**src/rtl/sw_dec_pkg.sv**
```systemverilog
package sw_dec_pkg;
   typedef enum logic [1:0] {
      TGT_NONE = 2'd0,
      TGT_CORE = 2'd1,
      TGT_DMA  = 2'd2,
      TGT_CTL  = 2'd3
   } tgt_e;

   typedef enum logic [1:0] {
      ST_IDLE   = 2'd0,
      ST_EXEC   = 2'd1,
      ST_COMMIT = 2'd2
   } dec_state_e;
endpackage

```
**src/rtl/sw_addr_map.sv**
```systemverilog
module sw_addr_map
   import sw_dec_pkg::*;
#(
   parameter int ADDR_W     = 7,
   parameter int LANES      = 4,
   parameter int CORE_WORDS = 16,
   parameter int DMA_BASE   = 64,
   parameter int DMA_WORDS  = 8,
   parameter int CTL_OFF    = 112
) (
   input  logic [ADDR_W-1:0]             addr,
   output tgt_e                          rd_tgt,
   output tgt_e                          fetch_tgt,
   output tgt_e                          wr_tgt,
   output logic [$clog2(CORE_WORDS)-1:0] core_idx,
   output logic [$clog2(DMA_WORDS)-1:0]  dma_idx
);
   localparam int LANE_W  = $clog2(LANES);
   localparam int CORE_IW = $clog2(CORE_WORDS);
   localparam int DMA_IW  = $clog2(DMA_WORDS);
   localparam logic [ADDR_W-1:0] A_CORE_END = ADDR_W'(CORE_WORDS * LANES);
   localparam logic [ADDR_W-1:0] A_DMA_BASE = ADDR_W'(DMA_BASE);
   localparam logic [ADDR_W-1:0] A_DMA_END  = ADDR_W'(DMA_BASE + DMA_WORDS * LANES);
   localparam logic [ADDR_W-1:0] A_CTL      = ADDR_W'(CTL_OFF);
   localparam logic [ADDR_W-1:0] A_CTL_END  = ADDR_W'(CTL_OFF + LANES);

   logic [ADDR_W-1:0] aligned;

   // Control word is an exact match unless wide_ctl covers the fetch span.
   function automatic tgt_e classify(input logic [ADDR_W-1:0] a, input logic wide_ctl);
      if (a < A_CORE_END)                      return TGT_CORE;
      else if (a >= A_DMA_BASE && a < A_DMA_END) return TGT_DMA;
      else if (a == A_CTL)                     return TGT_CTL;
      else if (wide_ctl && a >= A_DMA_END && a < A_CTL_END) return TGT_CTL;
      else                                     return TGT_NONE;
   endfunction

   always_comb begin
      aligned   = (addr >> LANE_W) << LANE_W;
      rd_tgt    = classify(addr, 1'b0);
      fetch_tgt = classify(addr, 1'b1);
      wr_tgt    = classify(aligned, 1'b0);
      core_idx  = CORE_IW'(addr >> LANE_W);
      dma_idx   = DMA_IW'((addr - A_DMA_BASE) >> LANE_W);
   end
endmodule

```
**src/rtl/sw_read_align.sv**
```systemverilog
module sw_read_align #(
   parameter int DATA_W = 32
) (
   input  logic [DATA_W-1:0]              word,
   input  logic [$clog2(DATA_W/8)-1:0]    off,
   input  logic [$clog2(DATA_W/8):0]      size,
   output logic [DATA_W-1:0]              rdata
);
   localparam int LANES  = DATA_W / 8;
   localparam int SIZE_W = $clog2(LANES) + 1;

   logic [DATA_W-1:0] mask;

   for (genvar l = 0; l < LANES; l++) begin : g_mask
      assign mask[8*l +: 8] = (SIZE_W'(l) < size) ? 8'hFF : 8'h00;
   end

   assign rdata = (word >> {off, 3'b000}) & mask;
endmodule

```
**src/rtl/sw_lane_merge.sv**
```systemverilog
module sw_lane_merge #(
   parameter int DATA_W = 32
) (
   input  logic [DATA_W-1:0]              cur,
   input  logic [DATA_W-1:0]              wdata,
   input  logic [$clog2(DATA_W/8)-1:0]    off,
   input  logic [$clog2(DATA_W/8):0]      size,
   output logic [DATA_W-1:0]              merged
);
   localparam int LANES  = DATA_W / 8;
   localparam int LANE_W = $clog2(LANES);
   localparam int SIZE_W = LANE_W + 1;

   logic [DATA_W-1:0] wsh;
   logic [SIZE_W-1:0] first;
   logic [SIZE_W-1:0] last_ex;

   assign wsh     = wdata << {off, 3'b000};
   assign first   = {1'b0, off};
   assign last_ex = first + size;

   for (genvar l = 0; l < LANES; l++) begin : g_lane
      logic hit;
      assign hit = (SIZE_W'(l) >= first) && (SIZE_W'(l) < last_ex);
      assign merged[8*l +: 8] = hit ? wsh[8*l +: 8] : cur[8*l +: 8];
   end
endmodule

```
**src/rtl/subword_io_decoder.sv**
```systemverilog
module subword_io_decoder
   import sw_dec_pkg::*;
#(
   parameter int ADDR_W     = 7,
   parameter int DATA_W     = 32,
   parameter int CORE_WORDS = 16,
   parameter int DMA_BASE   = 64,
   parameter int DMA_WORDS  = 8,
   parameter int CTL_OFF    = 112
) (
   input  logic                          clk,
   input  logic                          rst_n,
   input  logic                          req_valid,
   output logic                          req_ready,
   input  logic                          req_write,
   input  logic [ADDR_W-1:0]             req_addr,
   input  logic [$clog2(DATA_W/8):0]     req_size,
   input  logic [DATA_W-1:0]             req_wdata,
   output logic                          rsp_valid,
   output logic [DATA_W-1:0]             rsp_rdata,
   output logic [$clog2(CORE_WORDS)-1:0] core_idx,
   input  logic [DATA_W-1:0]             core_rdata,
   output logic                          core_we,
   output logic [$clog2(DMA_WORDS)-1:0]  dma_idx,
   input  logic [DATA_W-1:0]             dma_rdata,
   output logic                          dma_we,
   input  logic [DATA_W-1:0]             ctl_rdata,
   output logic                          ctl_we,
   output logic [DATA_W-1:0]             tgt_wdata
);
   localparam int LANES  = DATA_W / 8;
   localparam int LANE_W = $clog2(LANES);
   localparam int SIZE_W = LANE_W + 1;
   localparam logic [SIZE_W-1:0] FULL = SIZE_W'(LANES);

   // Elaboration-time parameter checks
   if (DATA_W % 8 != 0 || LANES < 2 || (LANES & (LANES - 1)) != 0) begin : g_bad_width
      $error("DATA_W must be a power-of-two number of bytes, at least 2");
   end
   if (CORE_WORDS < 2 || DMA_WORDS < 2) begin : g_bad_banks
      $error("each bank needs at least two words");
   end
   if (CORE_WORDS * LANES > DMA_BASE || DMA_BASE % LANES != 0) begin : g_bad_dma_base
      $error("DMA bank must start word aligned above the core bank");
   end
   if (DMA_BASE + DMA_WORDS * LANES > CTL_OFF || CTL_OFF % LANES != 0) begin : g_bad_ctl
      $error("control word must be word aligned above the DMA bank");
   end
   if (CTL_OFF + LANES >= (1 << ADDR_W)) begin : g_bad_window
      $error("control word must leave room below the window top");
   end

   dec_state_e          state;
   logic                r_write;
   logic [ADDR_W-1:0]   r_addr;
   logic [SIZE_W-1:0]   r_size;
   logic [DATA_W-1:0]   r_wdata;
   logic [DATA_W-1:0]   merged_q;
   logic [SIZE_W-1:0]   size_in;
   logic [LANE_W-1:0]   off;
   logic                narrow;
   tgt_e                rd_tgt, fetch_tgt, wr_tgt, src_tgt;
   logic [DATA_W-1:0]   cur_word, rd_aligned, merged;
   logic                wr_step;

   // Unsupported sizes collapse onto a full-word access
   always_comb begin
      size_in = FULL;
      if (req_size != '0 && req_size <= FULL && (req_size & (req_size - 1'b1)) == '0)
         size_in = req_size;
   end

   assign off    = r_addr[LANE_W-1:0];
   assign narrow = (r_size != FULL) || (off != '0);

   sw_addr_map #(
      .ADDR_W(ADDR_W), .LANES(LANES), .CORE_WORDS(CORE_WORDS),
      .DMA_BASE(DMA_BASE), .DMA_WORDS(DMA_WORDS), .CTL_OFF(CTL_OFF)
   ) u_map (
      .addr(r_addr), .rd_tgt(rd_tgt), .fetch_tgt(fetch_tgt), .wr_tgt(wr_tgt),
      .core_idx(core_idx), .dma_idx(dma_idx)
   );

   assign src_tgt = r_write ? fetch_tgt : rd_tgt;

   always_comb begin
      unique case (src_tgt)
         TGT_CORE: cur_word = core_rdata;
         TGT_DMA:  cur_word = dma_rdata;
         TGT_CTL:  cur_word = ctl_rdata;
         default:  cur_word = '0;
      endcase
   end

   sw_read_align #(.DATA_W(DATA_W)) u_align (
      .word(cur_word), .off(off), .size(r_size), .rdata(rd_aligned)
   );

   sw_lane_merge #(.DATA_W(DATA_W)) u_merge (
      .cur(cur_word), .wdata(r_wdata), .off(off), .size(r_size), .merged(merged)
   );

   always_ff @(posedge clk) begin
      if (!rst_n) begin
         state     <= ST_IDLE;
         r_write   <= 1'b0;
         r_addr    <= '0;
         r_size    <= FULL;
         r_wdata   <= '0;
         merged_q  <= '0;
         rsp_valid <= 1'b0;
         rsp_rdata <= '0;
      end else begin
         rsp_valid <= 1'b0;
         unique case (state)
            ST_IDLE: if (req_valid) begin
               r_write <= req_write;
               r_addr  <= req_addr;
               r_size  <= size_in;
               r_wdata <= req_wdata;
               state   <= ST_EXEC;
            end
            ST_EXEC: begin
               if (!r_write) begin
                  rsp_valid <= 1'b1;
                  rsp_rdata <= rd_aligned;
                  state     <= ST_IDLE;
               end else if (narrow) begin
                  merged_q <= merged;
                  state    <= ST_COMMIT;
               end else begin
                  state <= ST_IDLE;
               end
            end
            default: state <= ST_IDLE;
         endcase
      end
   end

   assign req_ready = (state == ST_IDLE);
   assign wr_step   = (state == ST_COMMIT) || (state == ST_EXEC && r_write && !narrow);
   assign core_we   = wr_step && (wr_tgt == TGT_CORE);
   assign dma_we    = wr_step && (wr_tgt == TGT_DMA);
   assign ctl_we    = wr_step && (wr_tgt == TGT_CTL);
   assign tgt_wdata = (state == ST_COMMIT) ? merged_q : r_wdata;
endmodule

```
**config.mk**
```make
export PLATFORM = sky130hd
export DESIGN_NAME = subword_io_decoder
export DESIGN_NICKNAME = d
export VERILOG_FILES = /design/src/rtl/sw_dec_pkg.sv /design/src/rtl/sw_addr_map.sv /design/src/rtl/sw_read_align.sv /design/src/rtl/sw_lane_merge.sv /design/src/rtl/subword_io_decoder.sv
export SDC_FILE = /design/constraint.sdc
export NUM_CORES = 1
export LEC_CHECK = 0
export BUFFER_PORTS_ARGS = -buffer_cell sky130_fd_sc_hd__buf_2
export CORE_MARGIN = 1.5
export CORE_UTILIZATION = 30
export CTS_CLUSTER_DIAMETER = 100
export DETAILED_ROUTE_END_ITERATION = 10
export GPL_ROUTABILITY_DRIVEN = 0
export GPL_TIMING_DRIVEN = 0
export PLACE_DENSITY = 0.55
export SLEW_MARGIN = 20
export SYNTH_ARGS = -nofsm -noshare
export SYNTH_HDL_FRONTEND = slang
export SYNTH_SLANG_ARGS = --single-unit
```
**constraint.sdc**
```tcl
create_clock -name clk -period 5.8 [get_ports clk]
set_clock_uncertainty 0.05 [all_clocks]
set_input_delay 1.16 -clock clk [delete_from_list [all_inputs] [get_ports clk]]
set_output_delay 1.16 -clock clk [all_outputs]
set_load 0.02 [all_outputs]
```
## After elaboration in Yosys (flattened, before gate mapping)

Cells that the tools add are included.

| storage, ports and cells | value |
|---|---|
| register bits after elaboration | 110 |
| bits in latches | 0 |
| bits in writable memories | 0 |
| memory bits (read-only) | 0 |
| input bits | 142 |
| output and inout bits | 76 |
| logic and storage cells | 101 |
| memories kept | 0 |

| cells by class | value |
|---|---|
| add/subtract/negate cells | 3 |
| $mul | 0 |
| div/mod/pow operators | 0 |
| $lt $le $gt $ge | 21 |
| eq/ne operators | 12 |
| shifts and indexed selects | 2 |
| multiplexer cells | 27 |
| bitwise operators | 3 |
| reduce and logical (&&, ||, !) cells | 25 |

Operators by type and width:

| kind | count |
|---|---|
| $pmux 32 s3 | 1 |
| $mux 8 | 8 |
| $lt 7x7->1 const B | 5 |
| $and 32x32->32 | 1 |
| $mux 32 | 1 |
| $shl 32x5->32 | 1 |
| $shr 32x5->32 | 1 |
| $mux 2 | 14 |
| $ge 7x7->1 const B | 3 |
| $logic_and 1x1->1 | 14 |
| $lt 1x3->1 const A | 4 |
| $lt 2x3->1 const A | 4 |
| $eq 2x2->1 const B | 5 |
| $eq 7x7->1 const B | 1 |
| $eq 2x1->1 const B | 3 |
| $reduce_and 2->1 | 3 |
| $eq 5x5->1 const B | 1 |
| $sub 5x1->5 const B | 1 |
| $ge 1x2->1 const A | 2 |
| $ge 2x2->1 const A | 2 |
| $pmux 2 s2 | 1 |
| $add 2x3->3 | 1 |
| $and 3x3->3 | 1 |
| $le 3x3->1 const B | 1 |
| 13 further kinds | 14 |

## Logic depth before layout (Yosys ltp)

| depth | value |
|---|---|
| word-level depth | 11 |
| gate-level depth with buffers | 9 |
| gate-level depth less buffers | 8 |

## Cells and area by module

A second synthesis with hierarchy kept.

| unflattened totals | value |
|---|---|
| cell total of the unflattened synthesis | 804 |
| area total of the unflattened synthesis | 6,989.2 um^2 |

By module, submodules not included:

| module | times used | cells each | area each (um^2) | sequential area each (um^2) |
|---|---|---|---|---|
| subword_io_decoder | 1 | 602 | 5,251.3 | 2,202.1 |
| sw_lane_merge | 1 | 90 | 949.7 | 0.0 |
| sw_read_align | 1 | 94 | 655.6 | 0.0 |
| sw_addr_map | 1 | 18 | 132.6 | 0.0 |

## Least setup slack after synthesis

Ideal clock, no wire load.

| timing path | value |
|---|---|
| path type | register to output |
| start point | register r_addr[1] |
| end point | output port dma_we |
| data arrival time | 1,546 ps |
| required time | 4,590 ps |
| path slack | 3,044 ps |
| stages on the path, launching flop included | 6 |
| buffers on the path | 0 |
| cell sequence | dfxtp_1 > nor2_1 > nand2_1 > nor3_1 > a21boi_0 > nor3_1 |

| between the ends | value |
|---|---|
| cells in the longest elaborated chain, start to end | 6 |

RTL lines:

| element | line | text |
|---|---|---|
| from (decl) | subword_io_decoder.sv:55 | `logic [ADDR_W-1:0] r_addr;` |
| from (signal assigned) | subword_io_decoder.sv:118 | `r_addr <= req_addr;` |
| $reduce_bool 2->1 | subword_io_decoder.sv:74 | `assign narrow = (r_size != FULL) \|\| (off != '0);` |
| $logic_or 1x1->1 | subword_io_decoder.sv:74 |  |
| $logic_not 1->1 | subword_io_decoder.sv:141 | `assign wr_step = (state == ST_COMMIT) \|\| (state == ST_EXEC && r_write && !narrow);` |
| $logic_and 1x1->1 | subword_io_decoder.sv:141 |  |
| $logic_or 1x1->1 | subword_io_decoder.sv:141 |  |
| $logic_and 1x1->1 | subword_io_decoder.sv:143 | `assign dma_we = wr_step && (wr_tgt == TGT_DMA);` |
| to (decl) | subword_io_decoder.sv:26 | `output logic dma_we,` |

No other way between the ends.

## Worst setup path after layout

| timing path | value |
|---|---|
| start point | register state[0] |
| end point | output port tgt_wdata[26] |

| between the ends | value |
|---|---|
| cells in the longest elaborated chain, start to end | 2 |

RTL lines:

| element | line | text |
|---|---|---|
| from (decl) | subword_io_decoder.sv:53 | `dec_state_e state;` |
| from (signal assigned) | subword_io_decoder.sv:105 | `state <= ST_IDLE;` |
| from (signal assigned) | subword_io_decoder.sv:121 | `state <= ST_EXEC;` |
| from (signal assigned) | subword_io_decoder.sv:127 | `state <= ST_IDLE;` |
| $eq 2x2->1 | subword_io_decoder.sv:145 | `assign tgt_wdata = (state == ST_COMMIT) ? merged_q : r_wdata;` |
| $mux 32 | subword_io_decoder.sv:145 |  |
| to (decl) | subword_io_decoder.sv:29 | `output logic [DATA_W-1:0] tgt_wdata` |

No other way between the ends.

==> metrics.md <==
| Metric | Value |
|---|---|
| DRT Pass-1 Iters | 5 |
| Core area | 21000 µm² |
| Die span in x | 149 µm |
| Maximum clock insertion buffer count | 2 |
| Setup TNS | 0 ns |
| Post-synth cell types | 62 |
| Port buffer count | 216 |
| Type of the worst setup path | reg2out |
| Clk sinks | 110 |
| RSZ-0062 raised after global routing | no |
| Post-Syn Area | 6400 µm² |
| Core Rows | 53 |
| Startpoint Class | flop |
| Post-DR wirelength/cell | 21.7 µm |
| Hold WC Path Type | reg2reg |
| Fin area | 8100 µm² |
| Pwr/cell area | 228 nW/µm² |
| DP Area | 7830 µm² |
| Die H | 149 µm |
| Vias | 7382 |
| First-pass GRT wire length | 41300 µm |
| Remaining DRCs | 0 |
| Crit share post-route | 0.609 |
| R2r worst-path depth | 9 |
| Final setup fails | 0 |
| Proportion of layout cells with a drive suffix above 1 | 0.286 |
| HPWL Detailed | 22700 µm |
| Final slew viol count | 0 |
| Critical Path End Type | output pin |
| CTS resizes | 0 |
| Initial antenna violation count | 3 |
| Final Net Count | 1197 |
| Ys Warns | 0 |
| Switch Pwr | 596 µW |
| Cts hold-fix bufs | 0 |
| Worst Path Arrival | 2.32 ns |
| Multi-input logic area | 3820 µm² |
| Power share of the sequential group | 0.445 |
| Total Wirelength | 29000 µm |
| Register area | 2200 µm² |
| Internal | 1250 µW |
| Run status | complete, no violations |
| Clock Power Share | 0.322 |
| Die ar. | 22200 µm² |
| Clock tree from TritonCTS | done |
| Hold Crit Depth | 2 |
| H-tree Lvls | 3 |
| Worst slew pin tran | 0.884 ns |
| Final min period | 3.53 ns |
| Final hold violations | 0 |
| Worst vdd ir | 0.000129 V |
| Yosys reg bits | 110 |
| Ys flop type | dfxtp_1 |
| Clock transition at the registers of the reported paths | 0.07 ns |
| Fmax | 283 MHz |
| WP data required | 4.59 ns |
| Vias in the first global route | 6664 |
| Ys async rst share | 0 |
| Syn_nets | 970 |
| Comb pwr share | 0.233 |
| Synth area leaders | dfxtp_1 (34%), nand2_1 (9.6%), a21oi_1 (7.6%), mux2_2 (6.5%), mux2i_1 (5.9%) |
| Max-cap violations | 0 |
| Setup repair bufs after CTS | 0 |
| Synth Instances | 825 |
| Total CTS buffers | 9 |
| I/O Pins | 218 |
| Global Route Usage Sum | 0.253 |
| Seq/Total Area, Yosys | 0.344 |
| Net Sw Frac | 0.322 |
| Cell taking the most area after synthesis | dfxtp_1 |
| Area share of the largest cell type after synthesis | 0.344 |
| Synthesis-to-finish area growth | 26.5% |
| DRT iter0 DRCs | 757 |
| Clock Latency Late Sink | 0.36 ns |
| Initial Utilization | 0.306 |
| Syn avg cell area | 7.76 µm² |
| Root Driver | clkbuf_16 |
| DRT antenna net count | 0 |
| CP Max Fanout | 10 |
| Number of synthesized flops with an enable pin | 0 |
| Vias/cell | 5.54 |
| Fillers | 2298 |
| Relative slew slack | 0.407 |
| Grt total ovfl | 0 |
| Leak | 0.00349 µW |
| Largest net degree at the start of global routing | 16 |
[per-layer routing]
| layer | wire length, µm | global-route usage | vias up |
|---|---|---|---|
| li1 | - | - | 3426 |
| met4 | 998 | 0.103 | 2 |
| met1 | 11900 | 0.338 | 3387 |
| met3 | 3150 | 0.0578 | 76 |
| met2 | 12900 | 0.393 | 491 |
| met5 | 10 | 0 | - |
[state kept, by name (all words and copies together), names as in the netlist]
| signal | cells |
|---|---|
| r_addr | 7 |
| rsp_valid | 1 |
| r_write | 1 |
| state | 2 |
| rsp_rdata | 32 |
| r_wdata | 32 |
| r_size | 3 |
| merged_q | 32 |
[critical path, stage by stage, from the launching register on]
cell      delay (ns)
dfxtp_1         0.38
nand2b_1        0.12
clkbuf_1        0.38
clkbuf_1        0.49
mux2_2          0.42
buf_2           0.17
[power by group through the flow]
stage,Combinational [µW],Sequential [µW],Clock (µW)
6_report,431,823,595
5_1_grt,459,825,632
4_1_cts,424,821,601
3_5_place_dp,422,839,0
3_3_place_gp,422,839,0
2_1_floorplan,232,840,0
[layout make-up]
cell class              instances  share of cell area
plain buffers                  74              0.0411
inverters                      12             0.00556
clock buffers                  14              0.0326
clock inverters                 1            0.000618
well taps                     275              0.0425
diodes                          1            0.000309
flip-flops and latches        110               0.272
repair buffers                216               0.133
multi-input cells             629               0.472
[synthesized netlist by cell type, types with 3 or more instances]
| cell | n |
|---|---|
| dfxtp_1 | 110 |
| buf_2 | 20 |
| o31ai_1 | 9 |
| mux2_2 | 37 |
| a31oi_1 | 10 |
| nand3_1 | 21 |
| nand2b_1 | 4 |
| o221ai_1 | 9 |
| a221o_1 | 9 |
| nor2_1 | 41 |
| a211oi_1 | 8 |
| nor2b_1 | 18 |
| buf_4 | 8 |
| o21ai_0 | 43 |
| clkbuf_1 | 42 |
| buf_1 | 4 |
| mux2i_1 | 38 |
| nand2_1 | 164 |
| and2_1 | 6 |
| a22oi_1 | 10 |
| a21oi_1 | 97 |
| a22o_1 | 5 |
| inv_1 | 11 |
| o211ai_1 | 35 |
| nor3_1 | 5 |
| or3_1 | 6 |
| o21ai_1 | 13 |
| a32oi_1 | 3 |
[path summary, 6_finish.rpt]
| check | start | end | slack [ns] |
|---|---|---|---|
| max | state[0] | tgt_wdata[26] | 2.27 |
| min | rsp_rdata[30] | rsp_rdata[30] | 0.39 |
| max reg2reg | r_size[0] | merged_q[15] | 2.93 |
| min reg2reg | rsp_rdata[30] | rsp_rdata[30] | 0.39 |
[cells by family after synthesis]
family                     after synthesis  share of synthesized area
muxes                                   75                      0.124
adders and majority gates                3                    0.00703
buffers and inverters                   86                     0.0590
AOI/OAI and AO/OA                      271                      0.271
DFF                                    110                      0.344
xor gates and xnor gates                 2                    0.00391
and+or+nand+nor                        278                      0.191
[stage by stage]
step	hold slack, ns	cells	total power, µW	util	setup WS, ns
final	0.392	1332	1850	0.387	2.27
after global routing	0.410	1332	1920	0.387	2.13
after CTS	0.395	1331	1850	0.386	2.29
after detailed placement	0.384	1316	1260	0.374	2.69
after global placement	0.382	1316	1260	0.374	2.62
after floorplan	0.379	825	1070	-	3.04
[layout by cell type (no fill, tap or decap), types with 2 or more instances in the layout]
master | Yosys | layout
nand4_1 | 2 | 2
a221o_1 | 9 | 9
nand3_1 | 21 | 21
buf_2 | 20 | 236
o221ai_1 | 9 | 9
a31oi_1 | 10 | 10
clkbuf_1 | 42 | 45
a22oi_1 | 10 | 10
clkbuf_8 | 0 | 2
buf_1 | 4 | 4
nand2b_1 | 4 | 4
clkbuf_16 | 0 | 9
nor3_1 | 5 | 5
a222oi_1 | 2 | 2
nor2_1 | 41 | 41
inv_1 | 11 | 11
a22o_1 | 5 | 5
dfxtp_1 | 110 | 110
mux2i_1 | 38 | 38
nand2_1 | 164 | 164
a32oi_1 | 3 | 3
o21ai_1 | 13 | 13
or3_1 | 6 | 6
mux2_2 | 37 | 37
and2_1 | 6 | 6
o211ai_1 | 35 | 35
o21ai_0 | 43 | 43
nor2b_1 | 18 | 18
a21oi_1 | 97 | 97
o31ai_1 | 9 | 9
buf_4 | 8 | 8
ha_1 | 2 | 2
and3b_1 | 2 | 2
a211oi_1 | 8 | 8
o21bai_1 | 2 | 2
(Power assumes the default switching activity.)
